===== src/rtl/extint_pkg.sv =====
package extint_pkg;

   // Edge qualification codes stored per pin in the mode register
   typedef enum logic [1:0] {
      EDGE_FALL = 2'b00,
      EDGE_RISE = 2'b01,
      EDGE_BOTH = 2'b10,
      EDGE_NONE = 2'b11
   } edge_mode_e;

   // Register map (word addresses)
   localparam int unsigned ADDR_SENSE = 0;
   localparam int unsigned ADDR_MODE  = 1;
   localparam int unsigned ADDR_FLAG  = 2;

endpackage


===== src/rtl/extint_sync.sv =====
module extint_sync #(
   parameter int unsigned WIDTH   = 4,
   parameter int unsigned STAGES  = 2,
   parameter bit          RST_VAL = 1'b1
) (
   input  logic             clk,
   input  logic             rst_n,
   input  logic [WIDTH-1:0] d,
   output logic [WIDTH-1:0] q
);

   if (STAGES < 2) begin : g_bad_stages
      $error("extint_sync: STAGES must be at least 2");
   end

   logic [STAGES-1:0][WIDTH-1:0] stg_q;

   always_ff @(posedge clk or negedge rst_n) begin
      if (!rst_n) begin
         stg_q <= {(STAGES*WIDTH){RST_VAL}};
      end else begin
         stg_q[0] <= d;
         for (int k = 1; k < STAGES; k++) begin
            stg_q[k] <= stg_q[k-1];
         end
      end
   end

   assign q = stg_q[STAGES-1];

endmodule


===== src/rtl/extint_regs.sv =====
module extint_regs
   import extint_pkg::*;
#(
   parameter int unsigned NUM_PINS = 4,
   parameter int unsigned DATA_W   = 16,
   parameter int unsigned ADDR_W   = 2
) (
   input  logic                     clk,
   input  logic                     rst_n,
   input  logic                     wr_en,
   input  logic [ADDR_W-1:0]        addr,
   input  logic [DATA_W-1:0]        wdata,
   input  logic [NUM_PINS-1:0]      flag,
   output logic [DATA_W-1:0]        rdata,
   output logic [NUM_PINS-1:0]      sense,
   output logic [NUM_PINS-1:0][1:0] mode,
   output logic [NUM_PINS-1:0]      clr,
   output logic [NUM_PINS-1:0]      chg
);

   localparam logic [ADDR_W-1:0] A_SENSE = ADDR_W'(ADDR_SENSE);
   localparam logic [ADDR_W-1:0] A_MODE  = ADDR_W'(ADDR_MODE);
   localparam logic [ADDR_W-1:0] A_FLAG  = ADDR_W'(ADDR_FLAG);

   logic [NUM_PINS-1:0]      sense_q;
   logic [NUM_PINS-1:0][1:0] mode_q;
   logic [NUM_PINS-1:0][1:0] mode_wr;
   logic                     wr_sense, wr_mode, wr_flag;
   logic [DATA_W-1:0]        rd_mode;
   logic                     unused_wdata;

   assign wr_sense     = wr_en && (addr == A_SENSE);
   assign wr_mode      = wr_en && (addr == A_MODE);
   assign wr_flag      = wr_en && (addr == A_FLAG);
   assign unused_wdata = ^wdata;

   // Field of pin i sits at [DATA_W-1-2i -: 2]
   for (genvar i = 0; i < NUM_PINS; i++) begin : g_field
      assign mode_wr[i] = wdata[DATA_W-1-2*i -: 2];
      assign chg[i]     = (wr_sense && (wdata[i] != sense_q[i])) ||
                          (wr_mode  && (mode_wr[i] != mode_q[i]));
   end

   always_ff @(posedge clk or negedge rst_n) begin
      if (!rst_n) begin
         sense_q <= '0;
         mode_q  <= '0;
      end else begin
         if (wr_sense) sense_q <= wdata[NUM_PINS-1:0];
         if (wr_mode)  mode_q  <= mode_wr;
      end
   end

   assign clr   = wr_flag ? wdata[NUM_PINS-1:0] : '0;
   assign sense = sense_q;
   assign mode  = mode_q;

   always_comb begin
      rd_mode = '0;
      for (int i = 0; i < NUM_PINS; i++) begin
         rd_mode[DATA_W-1-2*i -: 2] = mode_q[i];
      end
   end

   always_comb begin
      rdata = '0;
      if (addr == A_SENSE)     rdata[NUM_PINS-1:0] = sense_q;
      else if (addr == A_MODE) rdata = rd_mode;
      else if (addr == A_FLAG) rdata[NUM_PINS-1:0] = flag;
   end

endmodule


===== src/rtl/extint_pin_cell.sv =====
module extint_pin_cell
   import extint_pkg::*;
(
   input  logic       clk,
   input  logic       rst_n,
   input  logic       sync,
   input  logic       sense,
   input  logic [1:0] mode,
   input  logic       clr,
   input  logic       chg,
   output logic       evt,
   output logic       flag,
   output logic       req
);

   logic prev_q, hist_q, flag_q;
   logic rise, fall, qual;

   assign rise = sync & ~prev_q;
   assign fall = ~sync & prev_q;

   always_comb begin
      case (edge_mode_e'(mode))
         EDGE_FALL: qual = fall;
         EDGE_RISE: qual = rise;
         EDGE_BOTH: qual = rise | fall;
         default:   qual = 1'b0;
      endcase
   end

   assign evt = sense & hist_q & qual;

   always_ff @(posedge clk or negedge rst_n) begin
      if (!rst_n) begin
         prev_q <= 1'b1;
         hist_q <= 1'b0;
         flag_q <= 1'b0;
      end else begin
         prev_q <= sync;
         hist_q <= ~chg;
         if (evt)      flag_q <= 1'b1;
         else if (clr) flag_q <= 1'b0;
      end
   end

   assign flag = flag_q;
   assign req  = sense ? flag_q : ~sync;

endmodule


===== src/rtl/extint_detector.sv =====
module extint_detector
   import extint_pkg::*;
#(
   parameter int unsigned NUM_PINS    = 4,
   parameter int unsigned DATA_W      = 16,
   parameter int unsigned ADDR_W      = 2,
   parameter int unsigned SYNC_STAGES = 2
) (
   input  logic                clk,
   input  logic                rst_n,
   input  logic [NUM_PINS-1:0] pin_i,
   input  logic                reg_wr_en,
   input  logic [ADDR_W-1:0]   reg_addr,
   input  logic [DATA_W-1:0]   reg_wdata,
   output logic [DATA_W-1:0]   reg_rdata,
   output logic [NUM_PINS-1:0] irq_o
);

   if (NUM_PINS < 1 || DATA_W < 2*NUM_PINS || DATA_W <= NUM_PINS) begin : g_bad_width
      $error("extint_detector: DATA_W too narrow for NUM_PINS mode fields");
   end
   if (ADDR_W < 2) begin : g_bad_addr
      $error("extint_detector: ADDR_W must be at least 2");
   end

   logic [NUM_PINS-1:0]      pin_sync;
   logic [NUM_PINS-1:0]      sense_q;
   logic [NUM_PINS-1:0][1:0] mode_q;
   logic [NUM_PINS-1:0]      clr_pulse;
   logic [NUM_PINS-1:0]      cfg_chg;
   logic [NUM_PINS-1:0]      edge_evt;
   logic [NUM_PINS-1:0]      flag_q;

   extint_sync #(
      .WIDTH  (NUM_PINS),
      .STAGES (SYNC_STAGES),
      .RST_VAL(1'b1)
   ) u_sync (
      .clk  (clk),
      .rst_n(rst_n),
      .d    (pin_i),
      .q    (pin_sync)
   );

   extint_regs #(
      .NUM_PINS(NUM_PINS),
      .DATA_W  (DATA_W),
      .ADDR_W  (ADDR_W)
   ) u_regs (
      .clk  (clk),
      .rst_n(rst_n),
      .wr_en(reg_wr_en),
      .addr (reg_addr),
      .wdata(reg_wdata),
      .flag (flag_q),
      .rdata(reg_rdata),
      .sense(sense_q),
      .mode (mode_q),
      .clr  (clr_pulse),
      .chg  (cfg_chg)
   );

   for (genvar i = 0; i < NUM_PINS; i++) begin : g_pin
      extint_pin_cell u_cell (
         .clk  (clk),
         .rst_n(rst_n),
         .sync (pin_sync[i]),
         .sense(sense_q[i]),
         .mode (mode_q[i]),
         .clr  (clr_pulse[i]),
         .chg  (cfg_chg[i]),
         .evt  (edge_evt[i]),
         .flag (flag_q[i]),
         .req  (irq_o[i])
      );
   end

endmodule


===== config.mk =====
export PLATFORM = sky130hd
export DESIGN_NAME = extint_detector
export DESIGN_NICKNAME = d
export VERILOG_FILES = /design/src/rtl/extint_pkg.sv /design/src/rtl/extint_sync.sv /design/src/rtl/extint_regs.sv /design/src/rtl/extint_pin_cell.sv /design/src/rtl/extint_detector.sv
export SDC_FILE = /design/constraint.sdc
export NUM_CORES = 1
export LEC_CHECK = 0
export ABC_AREA = 1
export BUFFER_PORTS_ARGS = -buffer_cell sky130_fd_sc_hd__buf_2
export CORE_MARGIN = 2
export CORE_UTILIZATION = 45
export DETAILED_ROUTE_END_ITERATION = 7
export PLACE_DENSITY = 0.69
export SLEW_MARGIN = 10
export SYNTH_ARGS = -nofsm -noshare
export SYNTH_HDL_FRONTEND = slang
export SYNTH_SLANG_ARGS = --single-unit

===== constraint.sdc =====
create_clock -name clk -period 3 [get_ports clk]
set_input_delay 0.15 -clock clk [delete_from_list [all_inputs] [get_ports clk]]
set_output_delay 0.15 -clock clk [all_outputs]
set_load 0.01 [all_outputs]

==> results.ini, run 1 <==
[drt]
routed_wirelength_um=3240
num_vias=1411
drt_iter0_markers=44
drt_pass1_iterations=4
via_per_inst=4.49
antenna_left=0
drc=0
wire_per_inst_um=10.3

[synthesis]
syn_area_mm2=0.00179
synth_edf_count=0
ys_async_sr_fraction=1.00
yosysTopAreaCell=dfrtp_1
ys_top_cells_by_count=nand2_1 (76), inv_1 (34), dfrtp_1 (20)
yosys_register_bits=32
syn_area_per_cell_um2=7.95
netlist_instances=225
synth_most_common_cell=nand2_1
synth-main-ff-cell=dfrtp_1
ys_warn_count=0
ys_top_cells_by_area=dfrtp_1 (28%), dfstp_2 (18%), nand2_1 (16%)
synth_top_area_share=0.280
synth_cell_types=20
yosysSeqAreaShare=0.456

[critical_path]
r2r_start=g_pin[3].u_cell.prev_q
critical-path-top-delay-family=flip-flops
arrival_ns=1.15
end_kind=primary output
start_kind=flop
crit_path_max_fanout=6
cp.buffers_inverters=2
crit_chain=inv_1 > o21ai_0 > buf_2
cp_slowest_cell=dfrtp_1
required_ns=2.85
critPathMaxStageDelay_ns=0.43
startpoint=u_regs.sense[3]
critPathKind=flop to primary output

[sta]
fin_skew_ns=0.00158
tightestPinTransition_ns=0.688
maxSlewViolCount=0
fin_tns_setup_ns=0
rsz0062_at_grt=false
period_needed_ns=1.30
finalHoldViolCount=0
max_freq_mhz=767
timing.slew.headroom=0.541
min_period_over_period=0.435
setup_viol=0

[clock_network]
cts-root-buf=clkbuf_8
cts_hold_repair.buffers=5
clk_pin_slew_ns=0.06
clk_path_buf_depth=2
cts_resized=0
postCtsSetupBuffers=0
cts_buffers=5
cts_htree_levels=2
cts_tree=built
clock_latency_ns=0.28
numClockSinks=32

[floorplanning]
die_w_um=67.0
dieArea_mm2=0.00449
ioPinCount=45
start_util=0.478
die_h_um=67.0
rows=22
core_mm2=0.00374

[power_and_ir_drop]
power_frac_seq=0.480
p_clk_frac=0.295
power.internal_uw=791
netSwitchingPower_uw=351
ir_worst_vdd_mv=0.292
power_frac_comb=0.225
cellPowerDensity_mw_per_mm2=547
p_sw_frac=0.307
design_power_total_mw=1.14
p_leak_nw=1.13

[place]
globalplace.congestion=0.773
io_buffers=36
dpl.hpwl_um=2330

[min_path]
hold_class=primary input to flop
hp-start=reg_wdata[8]

[run_status]
status=finished clean

[grt]
grt_max_degree=33
grt_pass1_vias=1266
grt_pass1_wl_um=5460
overflow=0
track_usage=0.169
antenna_found_initial=0

[finish]
area_growth_pct=16.7
diodes=0
nNetsFinal=298
layout-drive-gt1-share=0.263

[flow_run]
maxCapViolations=0

-- path summary, 6_finish.rpt --
| path | to | slack (ns) | cells past startpoint |
|---|---|---|---|
| max in group asynchronous | g_pin[2].u_cell.flag | 2.12 | 2 |
| setup reg to reg | g_pin[3].u_cell.flag | 1.76 | 5 |
| setup / recovery | reg_rdata[3] | 1.70 | 3 |
| hold reg to reg | u_sync.q[1] | 0.36 | 0 |
| min in group asynchronous | u_regs.mode[1] | 0.44 | 2 |
| hold / removal | u_regs.mode[6] | 0.10 | 3 |
-- layout by cell type (no fill, tap or decap) --
master,count
a21oi_1,1
a21oi_2,4
buf_2,36
clkbuf_1,2
clkbuf_8,6
conb_1,4
dfrtp_1,20
dfstp_2,12
dlygate4sd3_1,5
ha_1,8
inv_1,34
inv_2,1
nand2_1,76
nand2_4,1
nand3_1,8
nand3_2,1
nand3b_1,4
nor2_1,19
nor2_4,1
o21ai_0,15
o21ai_2,8
-- tightest hold or removal path: stages --
cell	delay [ns]
buf_2	0.10
nand2_1	0.06
o21ai_2	0.04
-- sequential cells by signal (all words and copies together) (netlist names) --
register	flops
g_pin.u_cell.flag	4
g_pin.u_cell.hist_q	4
g_pin.u_cell.prev_q	4
u_regs.mode	8
u_regs.sense	4
u_sync.q	4
u_sync.stg_q	4
-- layer usage --
metal,global-route usage,share of wire
met4,0.0765,0.013
met5,0,0
met1,0.199,0.45
met3,0.0625,0.057
met2,0.271,0.48
-- cell type report --
cell class | count | area [µm²]
fill | 367 | 1660
clock buffer | 8 | 90.1
tap | 48 | 60.1
inverter | 35 | 131
multi-input combinational | 150 | 759
timing repair buffer | 41 | 230
sequential | 32 | 816
-- per-stage QoR --
| stage | util | cell area [µm²] | worst slack (ns) | std cells | hold WS [ns] |
|---|---|---|---|---|---|
| finish | 0.557 | 2090 | 1.70 | 314 | 0.100 |
| global route | 0.557 | 2090 | 1.61 | 314 | 0.0990 |
| CTS | 0.557 | 2090 | 1.68 | 314 | 0.0851 |
| floorplan | - | 1800 | 1.86 | 228 | -0.146 |
| global placement | 0.520 | 1950 | 1.71 | 301 | 0.243 |
| detailed placement | 0.520 | 1950 | 1.70 | 301 | 0.239 |
-- power by group through the flow --
| stage | registers, mW | logic [mW] | clock network [mW] |
|---|---|---|---|
| 2_1_floorplan | 0.542 | 0.200 | 0 |
| 3_3_place_gp | 0.553 | 0.250 | 0 |
| 3_5_place_dp | 0.555 | 0.256 | 0 |
| 4_1_cts | 0.548 | 0.262 | 0.352 |
| 5_1_grt | 0.560 | 0.300 | 0.375 |
| 6_report | 0.548 | 0.257 | 0.337 |
-- cell families (layout without fill, tap and decap cells) --
group | after synthesis | count (layout) | synth area share
AND/OR/NAND/NOR | 110 | 110 | 0.257
buffers and inverters | 46 | 84 | 0.125
flip-flops | 32 | 32 | 0.456
AO/OA/AOI/OAI | 28 | 28 | 0.104
adder cells (fa/ha/maj) | 8 | 8 | 0.0560
other | 1 | 4 | 0.00210
Power figures use the tool's default switching activity.
==> run 2, diff against run 1 <==
--- a/config.mk
+++ b/config.mk
@@ -5,12 +5,12 @@
 export SDC_FILE = /design/constraint.sdc
 export NUM_CORES = 1
 export LEC_CHECK = 0
-export ABC_AREA = 1
+export ABC_AREA = 0
 export BUFFER_PORTS_ARGS = -buffer_cell sky130_fd_sc_hd__buf_2
 export CORE_MARGIN = 2
 export CORE_UTILIZATION = 45
 export DETAILED_ROUTE_END_ITERATION = 7
-export PLACE_DENSITY = 0.69
+export PLACE_DENSITY = 0.7
 export SLEW_MARGIN = 10
 export SYNTH_ARGS = -nofsm -noshare
 export SYNTH_HDL_FRONTEND = slang
==> constraint.sdc (replaced) <==
create_clock -name clk -period 1.3 [get_ports clk]
set_input_delay 0.065 -clock clk [delete_from_list [all_inputs] [get_ports clk]]
set_output_delay 0.065 -clock clk [all_outputs]
set_load 0.01 [all_outputs]
==> run 2 against run 1 <==
Setup slack got worse by 1.7 ns. Sequential power increased by 140%. Clock power increased by 130%. Global-route usage decreased by 1.4 points. Routed wire length decreased by 7.5%. Worst hold slack got worse by 0.057 ns. Register-to-register slack got worse by 1.7 ns. Flip-flop and latch count unchanged. Count of clock-buffer cells in the layout unchanged. Power increased by 140%.
==> results.ini, run 2 <==
[synthesis]
ys_warn_count=0  ; unchanged
ys_top_cells_by_count=dfrtp_1 (20), inv_1 (15), o21ai_0 (14)  ; was nand2_1 (76), inv_1 (34), dfrtp_1 (20)
yosys_register_bits=32  ; unchanged
synth-main-ff-cell=dfrtp_1  ; unchanged
syn_area_mm2=0.00169  ; was 0.00179 mm²
synth_edf_count=0  ; unchanged
yosysSeqAreaShare=0.483  ; was 0.456
ys_top_cells_by_area=dfrtp_1 (30%), dfstp_2 (19%), mux2_2 (6.0%)  ; was dfrtp_1 (28%), dfstp_2 (18%), nand2_1 (16%)
synth_cell_types=27  ; was 20
syn_area_per_cell_um2=11.4  ; was 7.95 µm²
yosysTopAreaCell=dfrtp_1  ; unchanged
synth_most_common_cell=dfrtp_1  ; was nand2_1
ys_async_sr_fraction=1.00  ; unchanged
synth_top_area_share=0.297  ; was 0.280
netlist_instances=148  ; was 225

[run_status]
status=finished clean  ; unchanged

[power_and_ir_drop]
netSwitchingPower_uw=789  ; was 351 µW
ir_worst_vdd_mv=0.612  ; was 0.292 mV
p_clk_frac=0.282  ; was 0.295
cellPowerDensity_mw_per_mm2=1330  ; was 547 mW/mm²
power_frac_seq=0.485  ; was 0.480
p_sw_frac=0.288  ; was 0.307
p_leak_nw=1.00  ; was 1.13 nW
power.internal_mw=1.95  ; was 791 µW
power_frac_comb=0.234  ; was 0.225

[finish]
diodes=0  ; unchanged
post-route-util=0.569  ; was 0.557
largest_register_ffs=8  ; unchanged
final_cell_mix=buf_2 (35), dfrtp_1 (20), inv_1 (12), dfstp_2 (12)  ; was nand2_1 (76), buf_2 (36), inv_1 (34)
layout.area.seq_um2=816  ; unchanged
nNetsFinal=226  ; was 298
area_growth_pct=22.5  ; was 16.7%
num-fill-cells=343  ; was 367
layout-drive-gt1-share=0.418  ; was 0.263
mostFrequentLayoutCell=buf_2  ; was nand2_1
multi_input_area_um2=771  ; was 759 µm²
stdcell_area_mm2=0.00207  ; was 0.00209 mm²

[critical_path]
crit_path_max_fanout=2  ; was 6
startpoint=u_sync.q[0]  ; was u_regs.sense[3]
r2r_start=g_pin[3].u_cell.prev_q  ; unchanged
rr_endpoint=g_pin[3].u_cell.flag  ; unchanged
required_ns=1.24  ; was 2.85 ns
crit_end=irq_o[0]  ; was reg_rdata[3]
path_depth=3  ; unchanged
critPathKind=flop to primary output  ; unchanged
r2r_cells=5  ; unchanged
cp_slowest_cell=dfstp_2  ; was dfrtp_1
r2r_slack_ns=0.08  ; was 1.76 ns
critPathMaxStageDelay_ns=0.53  ; was 0.43 ns
critical-path-top-delay-family=flip-flops  ; unchanged
start_kind=flop  ; unchanged
arrival_ns=1.23  ; was 1.15 ns
cp.buffers_inverters=2  ; unchanged
end_kind=primary output  ; unchanged
crit_chain=inv_2 > mux2_4 > buf_6  ; was inv_1 > o21ai_0 > buf_2

[grt]
antenna_found_initial=0  ; unchanged
overflow=0  ; unchanged
grt_max_degree=33  ; unchanged
grt_pass1_vias=1178  ; was 1266
track_usage=0.155  ; was 0.169
grt_pass1_wl_um=4990  ; was 5460 µm

[min_path]
hold_class=primary input to flop  ; unchanged

[place]
place_area_mm2=0.00188  ; was 0.00195 mm²
io_buffers=36  ; unchanged
globalplace.congestion=0.786  ; was 0.773
dpl.hpwl_um=2150  ; was 2330 µm

[sta]
max_freq_mhz=771
setup_viol=0  ; unchanged
finalHoldViolCount=0  ; unchanged
min_period_over_period=0.997
fin_hold_ws_ns=0.0437  ; was 0.100 ns
period_needed_ns=1.30
maxSlewViolCount=0  ; unchanged
rsz0062_at_grt=true  ; was false
fin_skew_ns=0.00250  ; was 0.00158 ns
fin_tns_setup_ns=0  ; unchanged

[floorplanning]
core_mm2=0.00363  ; was 0.00374 mm²
rows=22  ; unchanged
ioPinCount=45  ; unchanged
dieArea_mm2=0.00426  ; was 0.00449 mm²
start_util=0.465  ; was 0.478
die_w_um=65.2  ; was 67.0 µm
die_h_um=65.2  ; was 67.0 µm

[clock_network]
numClockSinks=32  ; unchanged
clk_path_buf_depth=2  ; unchanged
cts-root-buf=clkbuf_8  ; unchanged
clock_latency_ns=0.28  ; about the same
clk_pin_slew_ns=0.06  ; about the same
cts_htree_levels=2  ; unchanged
cts_tree=built  ; unchanged
cts_buffers=5  ; unchanged

[drt]
drc=0  ; unchanged
wire_per_inst_um=12.4  ; was 10.3 µm
drt_pass1_iterations=4  ; unchanged
drt_iter0_markers=42  ; was 44
num_vias=1179  ; was 1411
antenna_left=0  ; unchanged
routed_wirelength_um=3000  ; was 3240 µm
via_per_inst=4.87  ; was 4.49

[flow_run]
maxCapViolations=0  ; unchanged

[run 2: cells by family (layout without fill, tap and decap cells)]
family | count (synthesis) | in the layout | synth area share
AOI/OAI and AO/OA | 29 | 29 | 0.0964
buffers and inverters | 26 | 69 | 0.0890
other | 1 | 4 | 0.00222
muxes | 17 | 17 | 0.119
xor gates and xnor gates | 12 | 12 | 0.0623
DFF | 32 | 32 | 0.483
adders and majority gates | 8 | 8 | 0.0593
and+or+nand+nor | 23 | 23 | 0.0882
[run 2: repair_timing]
item / CTS / global route
pin swaps: 0 / 6
hold endpoints to repair: 24 / 0
hold buffers: 5 / 0
setup endpoints to repair: 3 / 5
resized for setup: 5 / 11
buffers inserted: 1 / 0
[run 2: per-layer routing]
| layer | global-route usage | part of all wire | vias up |
|---|---|---|---|
| met1 | 0.181 | 0.44 | 570 |
| li1 | - | - | 568 |
| met5 | 0 | 0 | - |
| met4 | 0.0703 | 0.018 | 0 |
| met2 | 0.269 | 0.49 | 36 |
| met3 | 0.0377 | 0.052 | 5 |
[run 2: power groups by stage]
stage	Sequential (mW)	Combinational [mW]	Clock, mW
floorplan	1.29	0.473	0
global placement	1.32	0.577	0
detailed placement	1.33	0.592	0
CTS	1.32	0.632	0.795
global route	1.36	0.726	0.852
finish	1.33	0.640	0.773
[run 2: layout make-up]
cell class	instances	share of cell area
clock buffers	8	0.0436
multi-input cells	93	0.373
repair buffers	46	0.133
well taps	48	0.0291
flip-flops and latches	32	0.395
inverters	15	0.0272
[run 2: how the worst min path moves through the flow]
stage,start,to,depth (start not counted)
2_1_floorplan,rst_n,g_pin[0].u_cell.flag,0
3_3_place_gp,rst_n,u_regs.mode[1],2
3_5_place_dp,rst_n,u_regs.mode[6],2
4_1_cts,reg_wdata[11],u_regs.mode[5],2
5_1_grt,reg_wdata[14],u_regs.mode[0],2
6_report,reg_wdata[14],u_regs.mode[0],2
[run 2: through the flow]
stage	std cells	power [mW]	worst slack [ns]
final	242	2.74	0.00382
after global routing	242	2.94	-0.0439
after CTS	242	2.75	-0.00350
after detailed placement	228	1.93	-0.0147
after global placement	228	1.90	0.0432
after floorplan	151	1.76	0.0828
